## src/rtl/crc16_nib_pkg.sv

```systemverilog
package crc16_nib_pkg;
  localparam int CRC_W       = 16;
  localparam int BYTE_W      = 8;
  localparam int NIB_W       = 4;
  localparam int NIB_ENTRIES = 1 << NIB_W;
  localparam int HI_NIB_POS  = CRC_W - NIB_W;
  localparam int LO_NIB_POS  = CRC_W - BYTE_W;

  typedef logic [CRC_W-1:0] crc_t;
  typedef logic [NIB_ENTRIES-1:0][CRC_W-1:0] nib_tbl_t;
  typedef logic [CRC_W-1:0][CRC_W-1:0] mask_mat_t;

  // Clock a register through the divider with no data input.
  function automatic crc_t lfsr_run(crc_t start, crc_t poly, int steps);
    crc_t v;
    v = start;
    for (int i = 0; i < steps; i++) begin
      if (v[CRC_W-1]) v = (v << 1) ^ poly;
      else            v = v << 1;
    end
    return v;
  endfunction

  // Table of one nibble of the top byte after one character time of shifting.
  function automatic nib_tbl_t nib_table(crc_t poly, int pos);
    nib_tbl_t t;
    for (int n = 0; n < NIB_ENTRIES; n++)
      t[n] = lfsr_run(crc_t'(n) << pos, poly, BYTE_W);
    return t;
  endfunction

  // Row k is the set of working-word bits whose parity forms result bit k.
  function automatic mask_mat_t parity_masks(crc_t poly);
    mask_mat_t m;
    crc_t      col;
    m = '0;
    for (int j = 0; j < CRC_W; j++) begin
      col = lfsr_run(crc_t'(1) << j, poly, BYTE_W);
      for (int k = 0; k < CRC_W; k++) m[k][j] = col[k];
    end
    return m;
  endfunction
endpackage

```

## src/rtl/crc_nib_lut.sv

```systemverilog
module crc_nib_lut
  import crc16_nib_pkg::*;
#(
  parameter logic [CRC_W-1:0] POLY    = 16'h8005,
  parameter int               NIB_POS = HI_NIB_POS
) (
  input  logic [NIB_W-1:0] idx,
  output logic [CRC_W-1:0] word
);
  localparam nib_tbl_t TBL = nib_table(POLY, NIB_POS);

  assign word = TBL[idx];
endmodule

```

## src/rtl/crc_nib_next.sv

```systemverilog
module crc_nib_next
  import crc16_nib_pkg::*;
#(
  parameter logic [CRC_W-1:0] POLY      = 16'h8005,
  parameter bit               USE_TABLE = 1'b1
) (
  input  logic [CRC_W-1:0]  rem_in,
  input  logic [BYTE_W-1:0] data,
  output logic [CRC_W-1:0]  rem_out
);
  logic [CRC_W-1:0] work;

  assign work = rem_in ^ {data, {(CRC_W-BYTE_W){1'b0}}};

  generate
    if (USE_TABLE) begin : g_table
      logic [CRC_W-1:0] hi_term;
      logic [CRC_W-1:0] lo_term;

      crc_nib_lut #(.POLY(POLY), .NIB_POS(HI_NIB_POS)) hi_lut_i (
        .idx  (work[CRC_W-1 -: NIB_W]),
        .word (hi_term)
      );
      crc_nib_lut #(.POLY(POLY), .NIB_POS(LO_NIB_POS)) lo_lut_i (
        .idx  (work[LO_NIB_POS +: NIB_W]),
        .word (lo_term)
      );

      assign rem_out = {work[CRC_W-BYTE_W-1:0], {BYTE_W{1'b0}}} ^ hi_term ^ lo_term;
    end else begin : g_parity
      localparam mask_mat_t MASKS = parity_masks(POLY);
      for (genvar k = 0; k < CRC_W; k++) begin : g_bit
        assign rem_out[k] = ^(work & MASKS[k]);
      end
    end
  endgenerate

  // With a zero top byte there is no feedback: the result is a plain byte move.
  always_comb begin
    if (work[CRC_W-1 -: BYTE_W] == '0) begin
      assert_plain_move_R2: assert (rem_out == {work[CRC_W-BYTE_W-1:0], {BYTE_W{1'b0}}});
    end
  end
endmodule

```

## src/rtl/crc16_nib_updater.sv

```systemverilog
module crc16_nib_updater
  import crc16_nib_pkg::*;
#(
  parameter logic [CRC_W-1:0] POLY      = 16'h8005,
  parameter bit               USE_TABLE = 1'b1
) (
  input  logic              clk,
  input  logic              rst_n,
  input  logic              init,
  input  logic              byte_valid,
  input  logic [BYTE_W-1:0] byte_in,
  output logic [CRC_W-1:0]  crc_out
);
  // Reset: asserted at once, released two edges later.
  logic [1:0] rst_pipe_q;
  logic       rst_sync_n;

  always_ff @(posedge clk or negedge rst_n) begin
    if (!rst_n) rst_pipe_q <= '0;
    else        rst_pipe_q <= {rst_pipe_q[0], 1'b1};
  end
  assign rst_sync_n = rst_pipe_q[1];

  logic [CRC_W-1:0] crc_q;
  logic [CRC_W-1:0] crc_d;
  logic [CRC_W-1:0] base_rem;
  logic [CRC_W-1:0] upd_rem;
  logic             load_en;

  assign base_rem = init ? '0 : crc_q;

  crc_nib_next #(.POLY(POLY), .USE_TABLE(USE_TABLE)) next_i (
    .rem_in  (base_rem),
    .data    (byte_in),
    .rem_out (upd_rem)
  );

  always_comb begin
    load_en = init | byte_valid;
    crc_d   = crc_q;
    if (byte_valid) crc_d = upd_rem;
    else if (init)  crc_d = '0;
  end

  always_ff @(posedge clk or negedge rst_sync_n) begin
    if (!rst_sync_n)  crc_q <= '0;
    else if (load_en) crc_q <= crc_d;
  end

  assign crc_out = crc_q;

  assert_init_clears_R3: assert property (@(posedge clk) disable iff (!rst_sync_n)
    (init && !byte_valid) |=> (crc_out == '0));

  assert_idle_holds_R5: assert property (@(posedge clk) disable iff (!rst_sync_n)
    (!init && !byte_valid) |=> $stable(crc_out));

  assert_zero_stays_R8: assert property (@(posedge clk) disable iff (!rst_sync_n)
    (!init && byte_valid && byte_in == '0 && crc_out == '0) |=> (crc_out == '0));

  assert_seed_ignores_old_R4: assert property (@(posedge clk) disable iff (!rst_sync_n)
    (init && byte_valid && byte_in == '0) |=> (crc_out == '0));
endmodule

```

## config.mk

```make
export PLATFORM = sky130hd
export DESIGN_NAME = crc16_nib_updater
export DESIGN_NICKNAME = d
export VERILOG_FILES = /design/src/rtl/crc16_nib_pkg.sv /design/src/rtl/crc_nib_lut.sv /design/src/rtl/crc_nib_next.sv /design/src/rtl/crc16_nib_updater.sv
export SDC_FILE = /design/constraint.sdc
export NUM_CORES = 1
export LEC_CHECK = 0
export ABC_AREA = 1
export BUFFER_PORTS_ARGS = -buffer_cell sky130_fd_sc_hd__buf_2
export CAP_MARGIN = 15
export CORE_ASPECT_RATIO = 1.75
export CORE_UTILIZATION = 35
export CTS_CLUSTER_DIAMETER = 150
export CTS_CLUSTER_SIZE = 24
export DETAILED_ROUTE_END_ITERATION = 12
export HOLD_SLACK_MARGIN = 0.06
export PLACE_DENSITY = 0.67
export SKIP_CTS_REPAIR_TIMING = 1
export SYNTH_ARGS = -nofsm -noshare
export SYNTH_HDL_FRONTEND = slang
export SYNTH_SLANG_ARGS = --single-unit
```

## constraint.sdc

```tcl
create_clock -name clk -period 0.8 [get_ports clk]
set_input_delay 0.08 -clock clk [delete_from_list [all_inputs] [get_ports clk]]
set_output_delay 0.08 -clock clk [all_outputs]
set_load 0.1 [all_outputs]
```

=== After elaboration in Yosys (flattened, before gate mapping) ===
Memory sizes are Yosys's and may differ from the RTL's.
Index checks and enable logic that the tools add are counted.

* Bits in read-only memories: 512
* Flip-flop bits (word level): 18
* Memories kept: 2
* Output and inout port bits: 16

* Mux-type cells: 4
* Order comparisons: 2
* Bitwise operators: 4

{| class="wikitable"
|+ Memories
! name !! depth !! bits a word !! read ports !! clocked after Yosys merged registers in !! write ports !! line !! source
|-
| (name not given) || 16 || 16 || 1 || 0 || 0 || crc_nib_lut.sv:12 || <nowiki>assign word = TBL[idx];</nowiki>
|-
| (name not given) || 16 || 16 || 1 || 0 || 0 || crc_nib_lut.sv:12 ||
|}

{| class="wikitable"
|+ Operators with widths
! operator !! count
|-
| 16-bit 2-to-1 mux || 4
|-
| 16-bit XOR || 3
|-
| 4-bit by 5-bit less-than comparator with 1-bit output, second input constant || 2
|-
| 1-bit bitwise OR || 1
|}

=== Depth between registers and ports, before layout ===
* Word-level depth: 7
* Depth in mapped cells: 14

=== Cells and area by module ===
A second synthesis with hierarchy kept.

* Cells, all modules: 266
* Area total of the unflattened synthesis: 1,650.3 um^2

{| class="wikitable"
|+ By module, submodules not included
! module !! sequential area each (um^2) !! area an instance (um^2) !! times used !! cells each
|-
| crc16_nib_updater || 450.4 || 818.3 || 1 || 105
|-
| crc_nib_next || 0.0 || 420.4 || 1 || 88
|-
| crc_nib_lut at next_i.g_table.lo_lut_i || 0.0 || 226.5 || 1 || 39
|-
| crc_nib_lut at next_i.g_table.hi_lut_i || 0.0 || 185.2 || 1 || 34
|}

=== Worst setup path before layout ===
OpenSTA, ideal clock, no wires.

* Path type: register -> register
* Start point: register crc_q[15] (netlist: crc_out[15])
* End point: register crc_q[15] (netlist: crc_out[15])
* Cell stages (with the launch flop): 12
* Clock period less this slack: 1,892 ps
* Required time: 680 ps
* Path slack: -1,092 ps
* Arrival time: 1,772 ps
* Setup time: 120 ps
* Cells stage by stage: dfrtp_1 nand2_1 nand2_1 nand2_1 nand2_1 nand2_1 nand2_2 nand3b_2 nand3_1 nand2_1 nand2_1 nand2_1

* Longest elaborated chain between the ends: 7

{| class="wikitable"
|+ Ends and longest elaborated chain
! item !! line !! source
|-
| start, declared || crc16_nib_updater.sv:24 || <nowiki>logic [CRC_W-1:0] crc_q;</nowiki>
|-
| start signal, assigned || crc16_nib_updater.sv:47 || <nowiki>else if (load_en) crc_q <= crc_d;</nowiki>
|-
| 16-bit 2-to-1 mux * || -- ||
|-
| 16-bit XOR || crc_nib_next.sv:13 || <nowiki>assign work = rem_in ^ {data, {(CRC_W-BYTE_W){1'b0}}};</nowiki>
|-
| memory 16 x 16 bit || -- ||
|-
| 16-bit 2-to-1 mux (implied by the code) || crc_nib_lut.sv:12 ||
|-
| 16-bit XOR (2 in series) || crc_nib_next.sv:29 || <nowiki>assign rem_out = {work[CRC_W-BYTE_W-1:0], {BYTE_W{1'b0}}} ^ hi_term ^ lo_term;</nowiki>
|-
| 16-bit 2-to-1 mux * || crc16_nib_updater.sv:41 || <nowiki>if (byte_valid) crc_d = upd_rem;</nowiki>
|}

Mark *: on every way between the ends. The rest lies on a longest branch, timed or not. The select of a mux whose other input is x is not followed.
A chain may end at the register's enable or synchronous reset.

=== Final worst setup path ===
* Start point: register crc_q[12] (netlist: crc_out[12])
* End point: register crc_q[15] (netlist: crc_out[15])

* Longest elaborated chain between the ends: 7

{| class="wikitable"
|+ Ends and longest elaborated chain
! item !! line
|-
| 16-bit 2-to-1 mux || --
|-
| 16-bit XOR || crc_nib_next.sv:13
|-
| memory 16 x 16 bit || --
|-
| 16-bit 2-to-1 mux (implied by the code) || crc_nib_lut.sv:12
|-
| 16-bit XOR (2 in series) || crc_nib_next.sv:29
|-
| 16-bit 2-to-1 mux || crc16_nib_updater.sv:41
|}

Every way passes these cells. The select of a mux whose other input is x is not followed.

==> impl_metrics.yaml <==
timing:
  hold_viol: 0
  finalCriticalPeriod_ps: 1450
  min_period_over_period_pct: 182
  whs_ps: 56.0
  layout_setup_ws_ps: -655
  skew_ps: 4.16
  rsz0062_at_grt: "true"
  fmax_ghz: 0.687
  setup_viol: 32
  maxSlewViolCount: 0
logic_synthesis:
  synth_fp_nets: 187
  syn_area_sq_mm: 0.00120
  synthTopCellsByArea: "dfrtp_1 38%, nand2_1 23%, nand3_1 7.9%"
  netlist.area_leader.share_pct: 37.5
  ys_ff_latch: 18
  syn_inst: 175
  ys_seq_area_share_pct: 37.5
  yosys.area.top_type: "dfrtp_1"
  yosysWarnings: 0
  synth.distinct_cells: 22
  avgSynthCellArea_sq_um: 6.86
global_route:
  antenna_found_initial: 0
  grt_use_total_pct: 19.0
  use_met3_pct: 1.58
  use_met1_pct: 21.5
  overflow: 0
  use_met2_pct: 33.4
  grt_first_pass_wirelength_mm: 5.15
  grt-busiest-layer: "met2"
  grt_pass1_vias: 1257
  grt_max_degree: 23
place:
  numPortBuffers: 27
  dpl-instance-area_sq_mm: 0.00191
  gp_congestion: 0.844
  post-dp-hpwl_mm: 2.40
drt:
  ant_nets: 0
  vias: 1391
  drc: 0
  wl_mm: 3.69
  firstDrtPassIters: 4
  wl_per_cell_um: 12.9
  drtIter0Drc: 47
  vias_per_cell: 4.86
clock_network:
  cts_tree: "done"
  path_clk_slew_ps: 70
  clk_latency_ps: 260
  cts_num_sinks: 18
  htreeDepth: 1
  cts-root-buf: "clkbuf_8"
  cts_buffer_depth: 2
  cts_buffers: 3
floorplan:
  rows: 27
  initial_core_util_pct: 37.4
  core_area_sq_mm: 0.00321
  die_area_sq_mm: 0.00368
  io_pins: 28
  die_h_um: 79.5
  die_w_um: 46.3
critical_path:
  cp.required_ps: 950
  cp-end-kind: "flop"
  setup.worst_path.start_class: "flop"
  crit_path_frequent_cell: "nand2_1"
  max_stage_delay_ps: 510
  path_cells: "nand2_4 > nand2_2 > nand2_2 > nand2_1 > nand2_2 > nand2_2 > nand3b_4 > nand2_1 > nand2_1 > nand2_1 > nand2_1 > nand2_1"
  cpMaxStageDelayCell: "dfrtp_4"
  critical_path_class: "reg2reg"
  crit_arrival_ps: 1610
  crit_fanout: 4
final_layout:
  drive_gt1_share_pct: 62.6
  final_area_sq_mm: 0.00226
  antennaDiodeCount: 0
  layout.nets: 256
  area_growth_pct: 88.7
  fin_util_pct: 70.6
min_path:
  min_path_type: "in2reg"
pwr:
  max-vdd-ir-drop_mv: 1.37
  leakage_nw: 1.11
  power.density_mw_per_mm2: 1940
run:
  maxCapViolCount: 0
status:
  violations: "negative setup slack"
  status: "finished with violations"
per-stage QoR:
| step | std cells | TNS, ps | power (mW) | worst slack [ps] |
|---|---|---|---|---|
| 2_1_floorplan | 175 | -5830 | 2.44 | -656 |
| 3_3_place_gp | 271 | -5110 | 3.28 | -558 |
| 3_5_place_dp | 271 | -5510 | 3.31 | -614 |
| 4_1_cts | 275 | -9440 | 4.07 | -646 |
| 5_1_grt | 286 | -11450 | 4.58 | -797 |
| 6_report | 286 | -10250 | 4.39 | -655 |
cell usage after synthesis:
library cell  count
xnor2_1           2
a21oi_1           2
o22ai_1           2
buf_2             2
o21ai_1           1
nand3_2           3
nand2_2          11
inv_4             1
inv_2             1
inv_1            14
xor2_1            1
nand2_1          75
a31oi_1           1
nand3_1          19
o21ai_0          13
buf_6             2
nand2_4           1
conb_1            1
dfrtp_1          18
nand3b_2          1
nor2_1            3
xor2_2            1
metal layers:
layer	vias up	share of wire, %
li1	687	-
met1	669	37
met2	26	58
met3	9	1.5
met4	0	2.7
met5	-	0
area by class of cell:
cell class	instances	area, sq um
tap	43	53.8
multi-input combinational	137	851
fill	229	945
inverter	16	62.6
clock buffer	4	55.1
sequential	18	503
timing repair buffer	68	739
flip-flops by register name (all words and copies together) (netlist names):
name and flops:
rst_pipe_q 2, crc_out 16
power breakdown:
group / switching [mW] / total (mW) / internal (mW) / leakage [nW]
combinational: 1.44 / 2.40 / 0.964 / 0.878
clock: 0.328 / 0.765 / 0.438 / 0.0288
sequential: 0.151 / 1.22 / 1.07 / 0.205
worst paths after layout:
path | start | end | slack (ps) | cells past startpoint
setup / recovery | crc_out[12] | crc_out[15] | -650 | 12
hold / removal | byte_valid | crc_out[8] | 60 | 2
setup reg to reg | crc_out[12] | crc_out[15] | -650 | 12
hold reg to reg | rst_pipe_q[1] | crc_out[6] | 200 | 1
max in group asynchronous | rst_pipe_q[1] | crc_out[4] | 380 | 1
min in group asynchronous | rst_n | rst_pipe_q[0] | 140 | 2
placed cells by master (no fill, tap or decap), types with 2 or more instances in the layout:
master / instances
nand2_1: 38
nand2_2: 37
buf_4: 28
buf_12: 17
nand3_1: 16
inv_1: 13
dfrtp_4: 13
nand2_4: 12
buf_2: 11
buf_6: 11
o21ai_1: 10
nand3_2: 6
clkbuf_8: 4
nor2_1: 3
dfrtp_2: 3
o21ai_0: 2
inv_2: 2
o21ai_2: 2
dfrtp_1: 2
logic make-up after synthesis:
| kind of cell | share of synthesized area [%] |
|---|---|
| compound gates | 8.24 |
| xor+xnor | 3.55 |
| buf+inv | 7.92 |
| flops | 37.5 |
| other cells | 0.313 |
| simple gates | 42.4 |
critical path, delay by kind of cell, from the launching register on:
| kind | cells | cell delay, ps |
|---|---|---|
| flip-flops | 1 | 510 |
| AND/OR/NAND/NOR | 12 | 840 |
Power figures use the tool's default switching activity.
